<file path="src/rtl/sram_rd_pkg.sv">
package sram_rd_pkg;
  localparam int CYC_W   = 4;
  localparam int DLY_W   = 3;
  localparam int BURST_W = 3;

  typedef logic [CYC_W-1:0] cyc_t;
  typedef logic [DLY_W-1:0] dly_t;

  // index of the final cycle of an access; a length of zero behaves as one
  function automatic cyc_t last_index(input cyc_t len);
    return (len == '0) ? '0 : cyc_t'(len - cyc_t'(1));
  endfunction

  // output-enable start cycle, clamped so it is asserted at least once
  function automatic cyc_t oe_start(input dly_t dly, input cyc_t last);
    cyc_t d;
    d = cyc_t'(dly);
    return (d > last) ? last : d;
  endfunction
endpackage

</file>
<file path="src/rtl/sram_rd_timer.sv">
module sram_rd_timer
  import sram_rd_pkg::*;
#(
  parameter int ADDR_W = 12
) (
  input  logic              clk,
  input  logic              rst,
  input  logic              start,
  input  logic [ADDR_W-1:0] start_addr,
  input  cyc_t              cfg_len,
  input  dly_t              cfg_dly,
  output logic              active,
  output logic              final_cyc,
  output logic              mem_cs_n,
  output logic              mem_oe_n,
  output logic [ADDR_W-1:0] mem_addr
);
  logic              active_q;
  cyc_t              cnt_q;
  cyc_t              last_q;
  cyc_t              oes_q;
  logic              cs_n_q;
  logic              oe_n_q;
  logic [ADDR_W-1:0] addr_q;
  cyc_t              cnt_nx;
  cyc_t              new_last;
  cyc_t              new_oes;

  always_comb begin
    cnt_nx   = cyc_t'(cnt_q + cyc_t'(1));
    new_last = last_index(cfg_len);
    new_oes  = oe_start(cfg_dly, new_last);
  end

  always_ff @(posedge clk) begin
    if (rst) begin
      active_q <= 1'b0;
      cnt_q    <= '0;
      last_q   <= '0;
      oes_q    <= '0;
      cs_n_q   <= 1'b1;
      oe_n_q   <= 1'b1;
      addr_q   <= '0;
    end else if (active_q) begin
      if (cnt_q == last_q) begin
        active_q <= 1'b0;
        cs_n_q   <= 1'b1;
        oe_n_q   <= 1'b1;
      end else begin
        cnt_q <= cnt_nx;
        if (cnt_nx >= oes_q) oe_n_q <= 1'b0;
      end
    end else if (start) begin
      active_q <= 1'b1;
      cnt_q    <= '0;
      last_q   <= new_last;
      oes_q    <= new_oes;
      cs_n_q   <= 1'b0;
      oe_n_q   <= (new_oes != '0);
      addr_q   <= start_addr;
    end
  end

  assign active    = active_q;
  assign final_cyc = active_q && (cnt_q == last_q);
  assign mem_cs_n  = cs_n_q;
  assign mem_oe_n  = oe_n_q;
  assign mem_addr  = addr_q;

  // address is held for the whole access
  p_addr_hold_r2: assert property (@(posedge clk) disable iff (rst)
    (!cs_n_q && $past(!cs_n_q)) |-> $stable(addr_q));
  // output enable only inside chip select
  p_oe_inside_r3: assert property (@(posedge clk) disable iff (rst)
    cs_n_q |-> oe_n_q);
  // once enabled, output enable stays low until it rises with chip select
  p_oe_hold_r3: assert property (@(posedge clk) disable iff (rst)
    (!oe_n_q && !cs_n_q) |=> (oe_n_q == cs_n_q));
endmodule

</file>
<file path="src/rtl/sram_rd_fifo.sv">
module sram_rd_fifo #(
  parameter int DATA_W = 16,
  parameter int DEPTH  = 4
) (
  input  logic              clk,
  input  logic              rst,
  input  logic              push,
  input  logic [DATA_W-1:0] wdata,
  input  logic              pop,
  output logic [DATA_W-1:0] rdata,
  output logic              empty,
  output logic              full
);
  localparam int PW = (DEPTH > 1) ? $clog2(DEPTH) : 1;
  localparam int CW = $clog2(DEPTH + 1);

  logic [DATA_W-1:0] mem [DEPTH];
  logic [PW-1:0]     wr_ptr;
  logic [PW-1:0]     rd_ptr;
  logic [CW-1:0]     count;
  logic              do_pop;

  function automatic logic [PW-1:0] bump(input logic [PW-1:0] p);
    return (p == PW'(DEPTH - 1)) ? '0 : PW'(p + PW'(1));
  endfunction

  assign do_pop = pop && (count != '0);

  always_ff @(posedge clk) begin
    if (push) mem[wr_ptr] <= wdata;
  end

  always_ff @(posedge clk) begin
    if (rst) begin
      wr_ptr <= '0;
      rd_ptr <= '0;
      count  <= '0;
    end else begin
      if (push)   wr_ptr <= bump(wr_ptr);
      if (do_pop) rd_ptr <= bump(rd_ptr);
      if (push && !do_pop)      count <= CW'(count + CW'(1));
      else if (!push && do_pop) count <= CW'(count - CW'(1));
    end
  end

  assign rdata = mem[rd_ptr];
  assign empty = (count == '0);
  assign full  = (count == CW'(DEPTH));

  // a word is never written into a full FIFO
  p_no_overflow_r6: assert property (@(posedge clk) disable iff (rst)
    push |-> !full);
endmodule

</file>
<file path="src/rtl/sram_async_rd.sv">
module sram_async_rd
  import sram_rd_pkg::*;
#(
  parameter int ADDR_W     = 12,
  parameter int DATA_W     = 16,
  parameter int FIFO_DEPTH = 4
) (
  input  logic               clk,
  input  logic               rst,
  input  logic [CYC_W-1:0]   cfg_cycle_len,
  input  logic [DLY_W-1:0]   cfg_oe_delay,
  input  logic               cfg_rd_sync,
  input  logic [BURST_W-1:0] cfg_rd_burst,
  input  logic               req_valid,
  input  logic [ADDR_W-1:0]  req_addr,
  output logic               busy,
  output logic               mem_cs_n,
  output logic               mem_oe_n,
  output logic [ADDR_W-1:0]  mem_addr,
  input  logic [DATA_W-1:0]  mem_rdata,
  input  logic               fifo_pop,
  output logic [DATA_W-1:0]  fifo_rdata,
  output logic               fifo_empty
);
  logic              active;
  logic              final_cyc;
  logic              fifo_full;
  logic              mode_ok;
  logic              start;
  logic [DATA_W-1:0] cap_q;

  assign mode_ok = !cfg_rd_sync && (cfg_rd_burst == '0);
  assign busy    = active || fifo_full;
  assign start   = req_valid && !busy && mode_ok;

  sram_rd_timer #(.ADDR_W(ADDR_W)) u_timer (
    .clk        (clk),
    .rst        (rst),
    .start      (start),
    .start_addr (req_addr),
    .cfg_len    (cfg_cycle_len),
    .cfg_dly    (cfg_oe_delay),
    .active     (active),
    .final_cyc  (final_cyc),
    .mem_cs_n   (mem_cs_n),
    .mem_oe_n   (mem_oe_n),
    .mem_addr   (mem_addr)
  );

  // capture on the falling edge inside the last access cycle
  always_ff @(negedge clk) begin
    if (final_cyc) cap_q <= mem_rdata;
  end

  sram_rd_fifo #(.DATA_W(DATA_W), .DEPTH(FIFO_DEPTH)) u_fifo (
    .clk   (clk),
    .rst   (rst),
    .push  (final_cyc),
    .wdata (cap_q),
    .pop   (fifo_pop),
    .rdata (fifo_rdata),
    .empty (fifo_empty),
    .full  (fifo_full)
  );

  // the push coincides with the end of the access
  p_push_at_end_r6: assert property (@(posedge clk) disable iff (rst)
    final_cyc |=> mem_cs_n);
  // an access never starts from a busy state
  p_start_idle_r7: assert property (@(posedge clk) disable iff (rst)
    $fell(mem_cs_n) |-> !$past(busy));
  // an access only starts in asynchronous single mode
  p_mode_gate_r8: assert property (@(posedge clk) disable iff (rst)
    $fell(mem_cs_n) |-> $past(mode_ok));
endmodule

</file>
<file path="config.mk">
export PLATFORM = sky130hd
export DESIGN_NAME = sram_async_rd
export DESIGN_NICKNAME = d
export VERILOG_FILES = /design/src/rtl/sram_rd_pkg.sv /design/src/rtl/sram_rd_timer.sv /design/src/rtl/sram_rd_fifo.sv /design/src/rtl/sram_async_rd.sv
export SDC_FILE = /design/constraint.sdc
export NUM_CORES = 1
export LEC_CHECK = 0
export BUFFER_PORTS_ARGS = -buffer_cell sky130_fd_sc_hd__buf_4
export CAP_MARGIN = 20
export CORE_MARGIN = 2
export CORE_UTILIZATION = 56
export DETAILED_ROUTE_END_ITERATION = 10
export HOLD_SLACK_MARGIN = 0.03
export PLACE_DENSITY_LB_ADDON = 0.25
export SYNTH_ARGS = -nofsm -noshare
export SYNTH_HDL_FRONTEND = slang
export SYNTH_SLANG_ARGS = --single-unit
export TNS_END_PERCENT = 20
</file>
<file path="constraint.sdc">
create_clock -name clk -period 3.2 [get_ports clk]
set_clock_uncertainty 0.2 [all_clocks]
set_input_delay 0.48 -clock clk [delete_from_list [all_inputs] [get_ports clk]]
set_output_delay 0.48 -clock clk [all_outputs]
set_load 0.02 [all_outputs]
</file>
==> results.md <==
Floorplan:
- The initial standard-cell utilization of the core is 57.1%.
- The floorplan step defined a core boundary enclosing 8090 sq um.
- In this run the count of I/O pins placed on the die edge is 75.
- The y dimension of the die is 94.9 um.
- The die covers 9000 sq um.
- Measured along the x axis, the die boundary spans 94.9 um.
- The row count is 33.

Worst setup path:
- The sort of element at the start of the critical path is a flop.
- The length in cells of the worst reg-to-reg path is 3.
- The timing startpoint of the critical path is u_timer.last_q[0].
- The critical register-to-register path endpoint is cap_q[7].
- The startpoint identified for the worst register-to-register timing path is u_timer.last_q[0].
- In this run the register-to-register setup slack is -150 ps.
- Along the worst path, the maximum fanout reaches 5.
- The last element of the critical path is cap_q[7].
- The critical path class is reg2reg.
- The data arrival time of the critical path is 1730 ps.
- STA classifies the critical path endpoint as a flop.
- STA puts the critical path data required time at 1580 ps.

CTS:
- The total number of H-tree levels is 4.
- The number of CTS-inserted buffers is 17.
- The clock net in this run drives a total of 116 sinks.
- Counting along the longest clock path gives a buffer depth of 2.
- In this run the clock root is driven by a sky130_fd_sc_hd__clkbuf_8.
- The clock-pin slew of the registers on the worst-case setup and hold paths is 60 ps.
- The clock tree from TritonCTS is built.
- The clock latency on the worst-skew pair is 510 ps.

Cells and area:
- From synthesis to final layout, the design area changed by 32.4%.
- The number of antenna diodes in the final layout is 0.
- Once layout is complete, the cells apart from fillers number 549.
- Cells with a size suffix above 1 make up 34.9% of the layout.
- After the last flow step, the layout net total stands at 489.
- The layout has 503 filler cells.

Outcome:
- The run finished, with violations left.
- The checks that failed: negative setup slack.

Power and ir drop:
- The power density normalized to cell area is 681 nW/um^2.
- In this run the static leakage power is 2.37 nW.
- The maximum ir drop on the vdd rail is 444 uV.

Synthesis:
- Each instance of the synthesized netlist takes up on average 15.0 sq um.
- Of the synthesized area, sequential elements account for 67.6%.
- Yosys printed 0 warnings.
- In the synthesized netlist the dominant register cell turns out to be sky130_fd_sc_hd__edfxtp_1.
- Yosys mapped a number of flops with a built-in enable equal to 80.
- In this run, distinct cell masters in the synthesized netlist total 45.
- The top cell type by area accounts for 52.0% of the synthesized area.
- The most common cell in the netlist is sky130_fd_sc_hd__edfxtp_1.
- In the synthesized netlist, the cells that appear most often are sky130_fd_sc_hd__edfxtp_1 (80), sky130_fd_sc_hd__dfxtp_1 (36), sky130_fd_sc_hd__nand2_1 (33).
- The cell area that synthesis handed to floorplanning was 4620 sq um.
- By area the synthesized netlist is led by sky130_fd_sc_hd__edfxtp_1 (52%), sky130_fd_sc_hd__dfxtp_1 (16%), sky130_fd_sc_hd__mux4_2 (7.8%).
- The post-synthesis net count is 366.
- The fraction of registers with async set or reset after synthesis is 0%.
- The number of instances in the synthesized netlist is 308.
- The leading area contributor after synthesis is sky130_fd_sc_hd__edfxtp_1.
- The number of storage elements in the synthesis netlist is 116.

STA:
- The final-report hold violation count is 0.
- The final setup TNS is -2190 ps.
- The setup violation total in the final timing report is 16.
- The total count of max-transition violations in the final report is 0.
- Measured against its own limit, the worst slew margin works out to 41.8%.
- Setup repair after global routing could not meet its margin everywhere.
- The worst-margin pin slew is 872 ps.
- In the post-route analysis, the smallest setup slack over all paths is -150 ps.

Global routing:
- The via count of the first global-routing pass is 2968.
- Entering global routing, the biggest net connects 34 pins.
- The first global-routing pass estimated 14.2 mm of wire.
- The overall routing resource usage is 21.9%.
- The number of antenna violations at the first check in global routing came to 0.
- For this run the aggregate overflow at the end of global routing stands at 0.

Placement:
- The number of buffers added on ports is 74.
- At the end of routability-driven placement, the weighted congestion stood at 0.774.
- The HPWL after detailed placement is 5.70 mm.
- Including well taps, the total number of placed cells is 486.

Drt:
- The total detailed-routing wirelength is 9.11 mm.
- The average vias per placed instance is 5.31.
- After detailed routing, the number of remaining DRC violations is 0.
- The first detailed-routing pass took 4 iterations.
- The final antenna-violating net count is 0.
- The routed wirelength normalized by instance count is 16.6 um.
- The starting DRC count in detailed routing is 125.
- Summing over every cut layer, the via total after detailed routing is 2913.

Job:
- Across the run, the number of max-cap violations was 0.

Min path:
- The worst min-delay path category is in2reg.
layout make-up:
type                            instances  area, sq um  area share [%]
Clock inverter                         29          166            2.72
Multi-Input combinational cell        171         1430            23.3
Timing Repair Buffer                  100          793            13.0
Inverter                                9         33.8           0.552
Clock buffer                           19          443            7.24
Sequential cell                       116         3130            51.1
Tap cell                              105          131            2.15
cells by family (layout without fill, tap and decap cells):
kind of cell	after synthesis	after routing	share of synthesized area (%)
adder cells (fa/ha/maj)	15	15	4.22
multiplexers	22	22	9.12
AO/OA/AOI/OAI	45	45	6.58
flip-flops	116	116	67.6
AND/OR/NAND/NOR	79	81	8.66
buffers and inverters	23	157	2.33
XOR/XNOR	8	8	1.52
per-stage QoR:
stage	power [W]	instance area [sq um]	hold WS, ps	utilization, %	worst slack (ps)
global placement	0.00239	5350	233	66.2	-81.7
detailed placement	0.00242	5350	245	66.2	-106
CTS	0.00420	6090	113	75.2	-126
finish	0.00417	6120	127	75.6	-150
global route	0.00433	6120	116	75.6	-217
floorplan	0.00217	4630	228	-	-96.3
layout by cell type (no fill, tap or decap), types with 2 or more instances in the layout:
cell type	count
sky130_fd_sc_hd__o21a_1	2
sky130_fd_sc_hd__nor2b_1	2
sky130_fd_sc_hd__nand3_1	2
sky130_fd_sc_hd__a21oi_1	24
sky130_fd_sc_hd__ha_1	14
sky130_fd_sc_hd__inv_4	2
sky130_fd_sc_hd__dlygate4sd3_1	12
sky130_fd_sc_hd__o21ai_0	3
sky130_fd_sc_hd__nor3b_1	2
sky130_fd_sc_hd__clkinv_2	4
sky130_fd_sc_hd__mux2i_1	5
sky130_fd_sc_hd__nor3_1	6
sky130_fd_sc_hd__clkinv_4	3
sky130_fd_sc_hd__and3_1	4
sky130_fd_sc_hd__inv_1	25
sky130_fd_sc_hd__buf_4	87
sky130_fd_sc_hd__dfxtp_2	3
sky130_fd_sc_hd__edfxtp_1	80
sky130_fd_sc_hd__nand2_1	33
sky130_fd_sc_hd__nand3b_1	2
sky130_fd_sc_hd__mux4_2	16
sky130_fd_sc_hd__a211oi_1	3
sky130_fd_sc_hd__clkbuf_16	17
sky130_fd_sc_hd__xor2_1	5
sky130_fd_sc_hd__o211ai_1	6
sky130_fd_sc_hd__xor2_2	2
sky130_fd_sc_hd__nor2_1	18
sky130_fd_sc_hd__dfxtp_1	33
sky130_fd_sc_hd__and2_4	3
power by group:
part | switching (W) | leakage, nW | total [W] | internal [W]
clock network | 0.000704 | 0.363 | 0.00180 | 0.00110
registers | 0.0000702 | 1.01 | 0.00171 | 0.00164
logic | 0.000309 | 0.999 | 0.000662 | 0.000353
total | 0.00108 | 2.37 | 0.00417 | 0.00308
routing by layer:
layer	GRT usage [%]	vias up	part of all wire [%]
met2	38.1	100	54
li1	-	1405	-
met3	6.54	23	5.6
met1	24.7	1385	38
met5	0	-	0
met4	10.0	0	2.5
critical path, cell delays in order (launching register included):
cell	delay, ps
sky130_fd_sc_hd__dfxtp_2	330
sky130_fd_sc_hd__xor2_2	200
sky130_fd_sc_hd__nor4_4	400
sky130_fd_sc_hd__and2_4	290
worst min-delay path by stage:
stage                                 from          endpoint  slack (ps)  depth (start not counted)
after floorplan           u_timer.oes_q[3]  u_timer.oes_q[3]         230                          2
after global placement    u_timer.mem_cs_n  u_timer.mem_cs_n         230                          2
after detailed placement  u_timer.mem_cs_n  u_timer.mem_cs_n         250                          2
after CTS                  cfg_oe_delay[1]  u_timer.oes_q[1]         110                          3
after global routing       cfg_oe_delay[1]  u_timer.oes_q[1]         120                          3
final                      cfg_oe_delay[2]  u_timer.oes_q[2]         130                          3
state kept, by name, summed over array words and instances (netlist names), 2 cells and up, named ones only:
| signal | cells |
|---|---|
| cap_q | 16 |
| u_fifo.count | 3 |
| u_fifo.mem | 64 |
| u_fifo.rd_ptr | 2 |
| u_fifo.wr_ptr | 2 |
| u_timer.cnt_q | 4 |
| u_timer.last_q | 4 |
| u_timer.mem_addr | 12 |
| u_timer.oes_q | 4 |
timing repair:
action,4_1_cts,5_1_grt
buffers inserted,0,2
hold endpoints to repair,12,0
hold buffers,12,0
setup endpoints to repair,16,16
gates cloned,1,1
resized for setup,1,3
pin swaps,2,3
(Power assumes the default switching activity.)
